==> src/rtl/banked_mem_bist.sv <==
module banked_mem_bist #(
  parameter int              NUM_BANKS    = 8,
  parameter int              WINDOW_BYTES = 8192,
  parameter int              DATA_W       = 16,
  parameter logic [DATA_W-1:0] SEED       = 16'h5A00,
  localparam int             WORDS        = WINDOW_BYTES / (DATA_W / 8),
  localparam int             ADDR_W       = $clog2(WORDS),
  localparam int             BANK_W       = (NUM_BANKS > 1) ? $clog2(NUM_BANKS) : 1
) (
  input  logic              clk,
  input  logic              rst_n,
  input  logic              start,
  output logic              busy,
  output logic              done,
  output logic              pass_ok,
  output logic              fail,
  output logic [BANK_W-1:0] fail_bank,
  output logic [ADDR_W-1:0] fail_offset,
  output logic [DATA_W-1:0] fail_rdata,
  output logic              bank_sel_we,
  output logic [BANK_W:0]   bank_sel_data,
  output logic              mem_en,
  output logic              mem_we,
  output logic [ADDR_W-1:0] mem_addr,
  output logic [DATA_W-1:0] mem_wdata,
  input  logic [DATA_W-1:0] mem_rdata
);

  typedef enum logic [2:0] {ST_IDLE, ST_SEL, ST_RUN, ST_TAIL, ST_DONE} st_t;

  st_t               st;
  logic [1:0]        sweep;
  logic [BANK_W-1:0] bank_q;
  logic [ADDR_W-1:0] word_q;

  logic              chk_v;
  logic              chk_zero;
  logic [BANK_W-1:0] chk_bank;
  logic [ADDR_W-1:0] chk_word;

  wire [DATA_W-1:0] chk_expect = chk_zero ? '0 : DATA_W'(SEED + DATA_W'(chk_word));
  wire              miss       = chk_v && (mem_rdata != chk_expect);
  wire              last_word  = (word_q == ADDR_W'(WORDS - 1));
  wire              last_bank  = (bank_q == BANK_W'(NUM_BANKS - 1));

  assign busy          = (st != ST_IDLE);
  assign done          = (st == ST_DONE);
  assign bank_sel_we   = (st == ST_SEL) && !miss;
  assign bank_sel_data = {1'b1, bank_q};
  assign mem_en        = (st == ST_RUN) && !miss;
  assign mem_we        = mem_en && !sweep[0];
  assign mem_addr      = word_q;
  assign mem_wdata     = (sweep == 2'd0) ? DATA_W'(SEED + DATA_W'(word_q)) : '0;

  always_ff @(posedge clk or negedge rst_n) begin
    if (!rst_n) begin
      st          <= ST_IDLE;
      sweep       <= '0;
      bank_q      <= '0;
      word_q      <= '0;
      chk_v       <= 1'b0;
      chk_zero    <= 1'b0;
      chk_bank    <= '0;
      chk_word    <= '0;
      pass_ok     <= 1'b0;
      fail        <= 1'b0;
      fail_bank   <= '0;
      fail_offset <= '0;
      fail_rdata  <= '0;
    end else begin
      chk_v    <= mem_en && sweep[0];
      chk_zero <= (sweep == 2'd3);
      chk_bank <= bank_q;
      chk_word <= word_q;

      case (st)
        ST_IDLE: if (start) begin
          st      <= ST_SEL;
          sweep   <= '0;
          bank_q  <= '0;
          word_q  <= '0;
          pass_ok <= 1'b0;
          fail    <= 1'b0;
        end
        ST_SEL: st <= ST_RUN;
        ST_RUN: begin
          if (last_word) begin
            word_q <= '0;
            if (last_bank) begin
              bank_q <= '0;
              if (sweep == 2'd3) begin
                st <= ST_TAIL;
              end else begin
                sweep <= sweep + 2'd1;
                st    <= ST_SEL;
              end
            end else begin
              bank_q <= bank_q + 1'b1;
              st     <= ST_SEL;
            end
          end else begin
            word_q <= word_q + 1'b1;
          end
        end
        ST_TAIL: begin
          st      <= ST_DONE;
          pass_ok <= 1'b1;
        end
        default: st <= ST_IDLE;
      endcase

      if (miss) begin
        st          <= ST_DONE;
        chk_v       <= 1'b0;
        pass_ok     <= 1'b0;
        fail        <= 1'b1;
        fail_bank   <= chk_bank;
        fail_offset <= chk_word;
        fail_rdata  <= mem_rdata;
      end
    end
  end

endmodule


==> config.mk <==
export PLATFORM = sky130hd
export DESIGN_NAME = banked_mem_bist
export DESIGN_NICKNAME = d
export VERILOG_FILES = /design/src/rtl/banked_mem_bist.sv
export SDC_FILE = /design/constraint.sdc
export NUM_CORES = 1
export LEC_CHECK = 0
export BUFFER_PORTS_ARGS = -buffer_cell sky130_fd_sc_hd__buf_2
export CELL_PAD_IN_SITES_DETAIL_PLACEMENT = 0
export CELL_PAD_IN_SITES_GLOBAL_PLACEMENT = 2
export CORE_MARGIN = 4
export CORE_UTILIZATION = 33
export DETAILED_ROUTE_END_ITERATION = 7
export PLACE_DENSITY_LB_ADDON = 0.2
export SLEW_MARGIN = 20
export SYNTH_ARGS = -nofsm -noshare
export SYNTH_HDL_FRONTEND = slang
export SYNTH_SLANG_ARGS = --single-unit
==> constraint.sdc <==
create_clock -name clk -period 3.8 [get_ports clk]
set_input_delay 0.76 -clock clk [delete_from_list [all_inputs] [get_ports clk]]
set_output_delay 0.76 -clock clk [all_outputs]
set_load 0.005 [all_outputs]
* After elaboration in Yosys (flattened, before gate mapping) *
Index checks and enable logic that the tools add are counted.

word-level totals
  logic and storage cells = 78
  register bits after elaboration = 70
  output and inout bits = 70

cells by class
  muxes and demuxes = 26
  equality and inequality tests = 14
  $add $sub $neg = 5
  reductions and logical operators = 20

operators with widths
  operator                                                         number
  15-bit by 12-bit adder with 16-bit output, first input constant  2
  16-bit two-way mux                                               2
  12-bit two-way mux                                               2
  12-bit one-hot mux with 2 select lines                           1
  3-bit two-way mux                                                7
  16-bit != test                                                   1
  12-bit by 1-bit adder with 12-bit output, second input constant  1
  12-bit == test, second input constant                            1
  3-bit one-hot mux with 4 select lines                            1
  2-bit two-way mux                                                5
  2-bit != test, second input constant                             4
  2-bit AND reduction                                              4
  3-bit by 2-bit == test with 1-bit output, second input constant  2
  3-bit == test, second input constant                             2
  3-bit != test, second input constant                             2
  3-bit one-hot mux with 2 select lines                            1
  2-bit nonzero test                                               3
  3-bit nonzero test                                               2
  1-bit logical AND                                                5
  1-bit two-way mux                                                5
  5-bit AND reduction                                              1
  2-bit one-hot mux with 2 select lines                            1
  3-bit by 1-bit adder with 3-bit output, second input constant    1
  3-bit by 1-bit == test with 1-bit output, second input constant  1
  other kinds (7)                                                  8

* Depth between registers and ports, before layout *
  depth after elaboration = 8
  mapped depth = 9
  gate-level depth less buffers = 8

* Worst setup path before layout *
No wires, ideal clock.

  path type = reg2out
  from = register chk_word[9]
  to = output port bank_sel_we
  arrival time = 2.417 ns
  cell stages (with the launch flop) = 10
  buffers on the path = 1
  slack = 0.623 ns
  cell sequence = dfrtp_1 ha_1 inv_1 ha_1 or4b_1 o22ai_1 o22ai_1 o41ai_4 buf_4 and4bb_1

between the ends
  cells in the longest elaborated chain, start to end = 6

RTL lines
  element                                    RTL line  text
  start: declaration                         39        logic [ADDR_W-1:0] chk_word;
  start signal: assignment                   74        chk_word <= word_q;
  15-bit by 12-bit adder with 16-bit output  41        wire [DATA_W-1:0] chk_expect = chk_zero ? '0 : DATA_W'(SEED + DATA_W'(chk_word));
  16-bit two-way mux                         41
  16-bit != test                             42        wire miss = chk_v && (mem_rdata != chk_expect);
  1-bit logical AND                          42
  1-bit logical NOT                          48        assign bank_sel_we = (st == ST_SEL) && !miss;
  1-bit logical AND                          48
  end: declaration                           20        output logic bank_sel_we,

No other way between the ends.

* Worst setup path in the final report *
Ends and elaborated chain as after synthesis.

==> results.md <==
* Inst Count DP at approximately 500
* P&R area growth vs syn at 24.41%
* Synth Net Count at approximately 320
* Starting density of the core at about a third
* Die X-Extent at 108.3 microns
* ANT cells at 0
* Final hold vios at 0
* Vias per cell at 4.904
* DIE AREA at ~12,000 sq um
* Min-delay worst type: input pin to asynchronous set/reset pin
* Worst Setup SP: chk_word[9]$_DFF_PN0_
* Residual DRC at 0
* Final WL at about 8100 microns
* Port buffer count at 86
* Final setup skew at between 0.005 and 0.006 ns
* H-Tree Depth at 3
* DR iter-0 viols at between 80 and 90
* Sequential share of the synthesized area at 52.73%
* Reg2reg path depth at 10
* CP Data Arrival Time at around 2.9 ns
* Pleak at approximately 2.1 nW
* Largest net degree at the start of global routing at 31
* Overall Power at between 0.002 and 0.0025 W
* Final net count at about 400
* Highest Signal Layer: met4
* Initial antenna violation count at 0
* Crit path capture: bank_sel_we
* Synth Cell Area at 3322 sq um
* GPL Wtd Cong at around 0.73
* CTS tree: yes
* DRT Pass-1 Iters at 4
* DR WL met3 at between 300 and 400 microns
* Max cap viols at 0
* Core area at 9774 sq um
* PD cells at 596.7 nW/um^2
* Clock latency on the worst-skew pair at between 0.3 and 0.4 ns
* CTS clk-pin slew, worst paths at roughly 0.070 ns
* Grt ovf at 0
* R2r endpoint: fail_offset[9]$_DFFE_PN0P_
* CP Max Fanout at 6
* Worst-margin pin slew at 0.7936 ns
* Fin crit share at between 90 and 100%
* Seq cells post-synth at 70
* CTS Buffer Depth at 2
* Met1 wire length at 3726 microns
* Ys async rst share at between 90% and 100%
* Via count at approximately 2,600
* Pins Over Slew Limit at 0
* Final cell count without fillers at 521
* Cell Rows at 36
* CTS buffer count at 9
* Critical Path RT at 3.04 ns
* Ys Warns at 0
* Layout cells sized above 1 at roughly 30%
* Syn_area_per_cell at roughly 11 sq um
* Number of flops mapped to enable cells by yosys at 0
* Max Clk Rate at approximately 0.27 GHz
* Tmin final at ~3.6 ns
* Synth Instances at 290
* Gr usage total at between 10% and 20%
* Worst vdd ir at about 300 uV
* Cts hold-fix bufs at 0
* Fill cells at 980
* Relative slew slack at a little under half
* Post-detailed-route count of antenna-violating nets at 0
* Distinct cells, synth at 50
* Most used DFF post-synth: dfrtp_1
* Final worst-path setup slack at roughly 0.16 ns
* Vias in the first global route at about 2,500
* Ports at approximately 90
* Wire per inst at 15.51 microns
* CP Launch Type: flip-flop
* CTS root buf: clkbuf_8
* Pre-CTS setup slack at between 0.4 and 0.5 ns
* Critical path class: flip-flop to output port
* Die extent in y at 108.3 microns
* Met2 wire length at between 3000 and 4000 microns
* Flop-to-flop setup slack at between 0.8 and 0.9 ns
* Outcome: finished, final reports clean
* HPWL after DPL at 5990 microns
* Setup violators final at 0
* Critical path capture point type: output port
* CTS sink count at 70
* FF-to-FF Start: chk_word[9]$_DFF_PN0_
* First-pass GRT wire length at 12,790 microns
## power by group
part	internal, W	switching (W)	total [W]
Sequential	0.000906	0.000127	0.00103
Clock	0.000386	0.000280	0.000666
Combinational	0.000380	0.000386	0.000767
Total	0.00167	0.000793	0.00247
## worst max-delay path, stage by stage (launching register included)
cell and delay [ns]:
dfrtp_2 0.43, ha_1 0.20, inv_1 0.05, ha_1 0.25
or4b_4 0.49, o22ai_2 0.11, o22ai_2 0.10, o41ai_4 0.40
buf_4 0.21, and4bb_1 0.18, buf_2 0.11
## logic make-up after synthesis
kind of cell | after synthesis | synth area share (%)
flops | 70 | 52.73
mux | 34 | 11.49
compound gates | 49 | 10.36
fa+ha+maj | 9 | 3.390
other cells | 2 | 0.2261
simple gates | 97 | 16.20
xor+xnor | 8 | 2.109
buf+inv | 21 | 3.503
## flip-flops by register name, summed over array words and instances (netlist names), 2 cells and up
signal,cells
fail_offset,12
mem_addr,12
sweep,2
chk_word,12
fail_rdata,16
bank_q,3
fail_bank,3
chk_bank,3
st,3
## metrics by stage
| step | TNS (ns) | hold slack [ns] | utilization, % | cell area (sq um) |
|---|---|---|---|---|
| finish | 0 | 0.4162 | 42.28 | 4133 |
| global route | -0.01349 | 0.4570 | 42.28 | 4133 |
| CTS | 0 | 0.4364 | 41.95 | 4100 |
| detailed placement | 0 | 0.4346 | 39.75 | 3885 |
| global placement | 0 | 0.4295 | 39.75 | 3885 |
| floorplan | 0 | 0.4176 | - | 3322 |
## metal layers
layer | up-vias | global-route usage (%)
li1 | 1213 | -
met2 | 57 | 23.09
met4 | 0 | 5.681
met1 | 1275 | 18.40
met3 | 10 | 3.104
met5 | - | 0
## Yosys cell counts (3+ instances only)
| cell type | n | share of area (%) |
|---|---|---|
| and2_1 | 14 | 2.6 |
| nand3b_1 | 5 | 1.1 |
| nand2_1 | 25 | 2.8 |
| clkbuf_1 | 6 | 0.68 |
| nor3_1 | 6 | 0.90 |
| mux2_1 | 32 | 11 |
| buf_4 | 4 | 0.90 |
| or4b_1 | 3 | 0.90 |
| dfrtp_1 | 70 | 53 |
| nand2b_1 | 5 | 0.94 |
| buf_6 | 3 | 1.0 |
| xnor2_1 | 6 | 1.6 |
| nand4_1 | 3 | 0.57 |
| nor2_1 | 17 | 1.9 |
| ha_1 | 9 | 3.4 |
| a31oi_1 | 3 | 0.57 |
| o21ai_0 | 19 | 2.9 |
| o22ai_1 | 4 | 0.75 |
| a22o_1 | 3 | 0.79 |
| inv_1 | 7 | 0.79 |
| a211oi_1 | 6 | 1.4 |
## worst min path at each step
stage | cells after the start | start | endpoint
floorplan | 0 | bank_q[1]$_DFFE_PN0P_ | chk_bank[1]$_DFF_PN0_
global placement | 0 | bank_q[1]$_DFFE_PN0P_ | chk_bank[1]$_DFF_PN0_
detailed placement | 0 | bank_q[2]$_DFFE_PN0P_ | chk_bank[2]$_DFF_PN0_
CTS | 1 | rst_n | fail_offset[2]$_DFFE_PN0P_
global route | 1 | rst_n | fail_rdata[15]$_DFFE_PN0P_
finish | 1 | rst_n | fail_rdata[15]$_DFFE_PN0P_
## what timing repair did
item,4_1_cts,5_1_grt
setup buffers,0,2
resized for setup,0,4
setup endpoints to repair,0,3
## final cells by class
type,instances,area (sq um),area share (%)
clock buffers,12,145.1,3.512
clock inverters,4,70.07,1.695
inverters,8,30.03,0.7266
multi-input cells,199,1470,35.57
flip-flops and latches,70,1753,42.42
well taps,133,166.4,4.027
repair buffers,95,498.0,12.05
## cells in the final DEF, fill, tap and decap left out, types with 3 or more instances in the layout
master,n
and2_1,14
nand2_1,25
dfrtp_1,69
mux2_1,32
nand3b_1,5
ha_1,9
nor3_1,6
a31oi_1,3
nand4_1,3
buf_2,86
nor2_1,17
a22o_1,3
buf_4,9
clkbuf_8,10
inv_1,7
nand2b_1,5
xnor2_1,6
a211oi_1,6
o21ai_0,19
No activity file was read; power rests on OpenSTA's default activity.
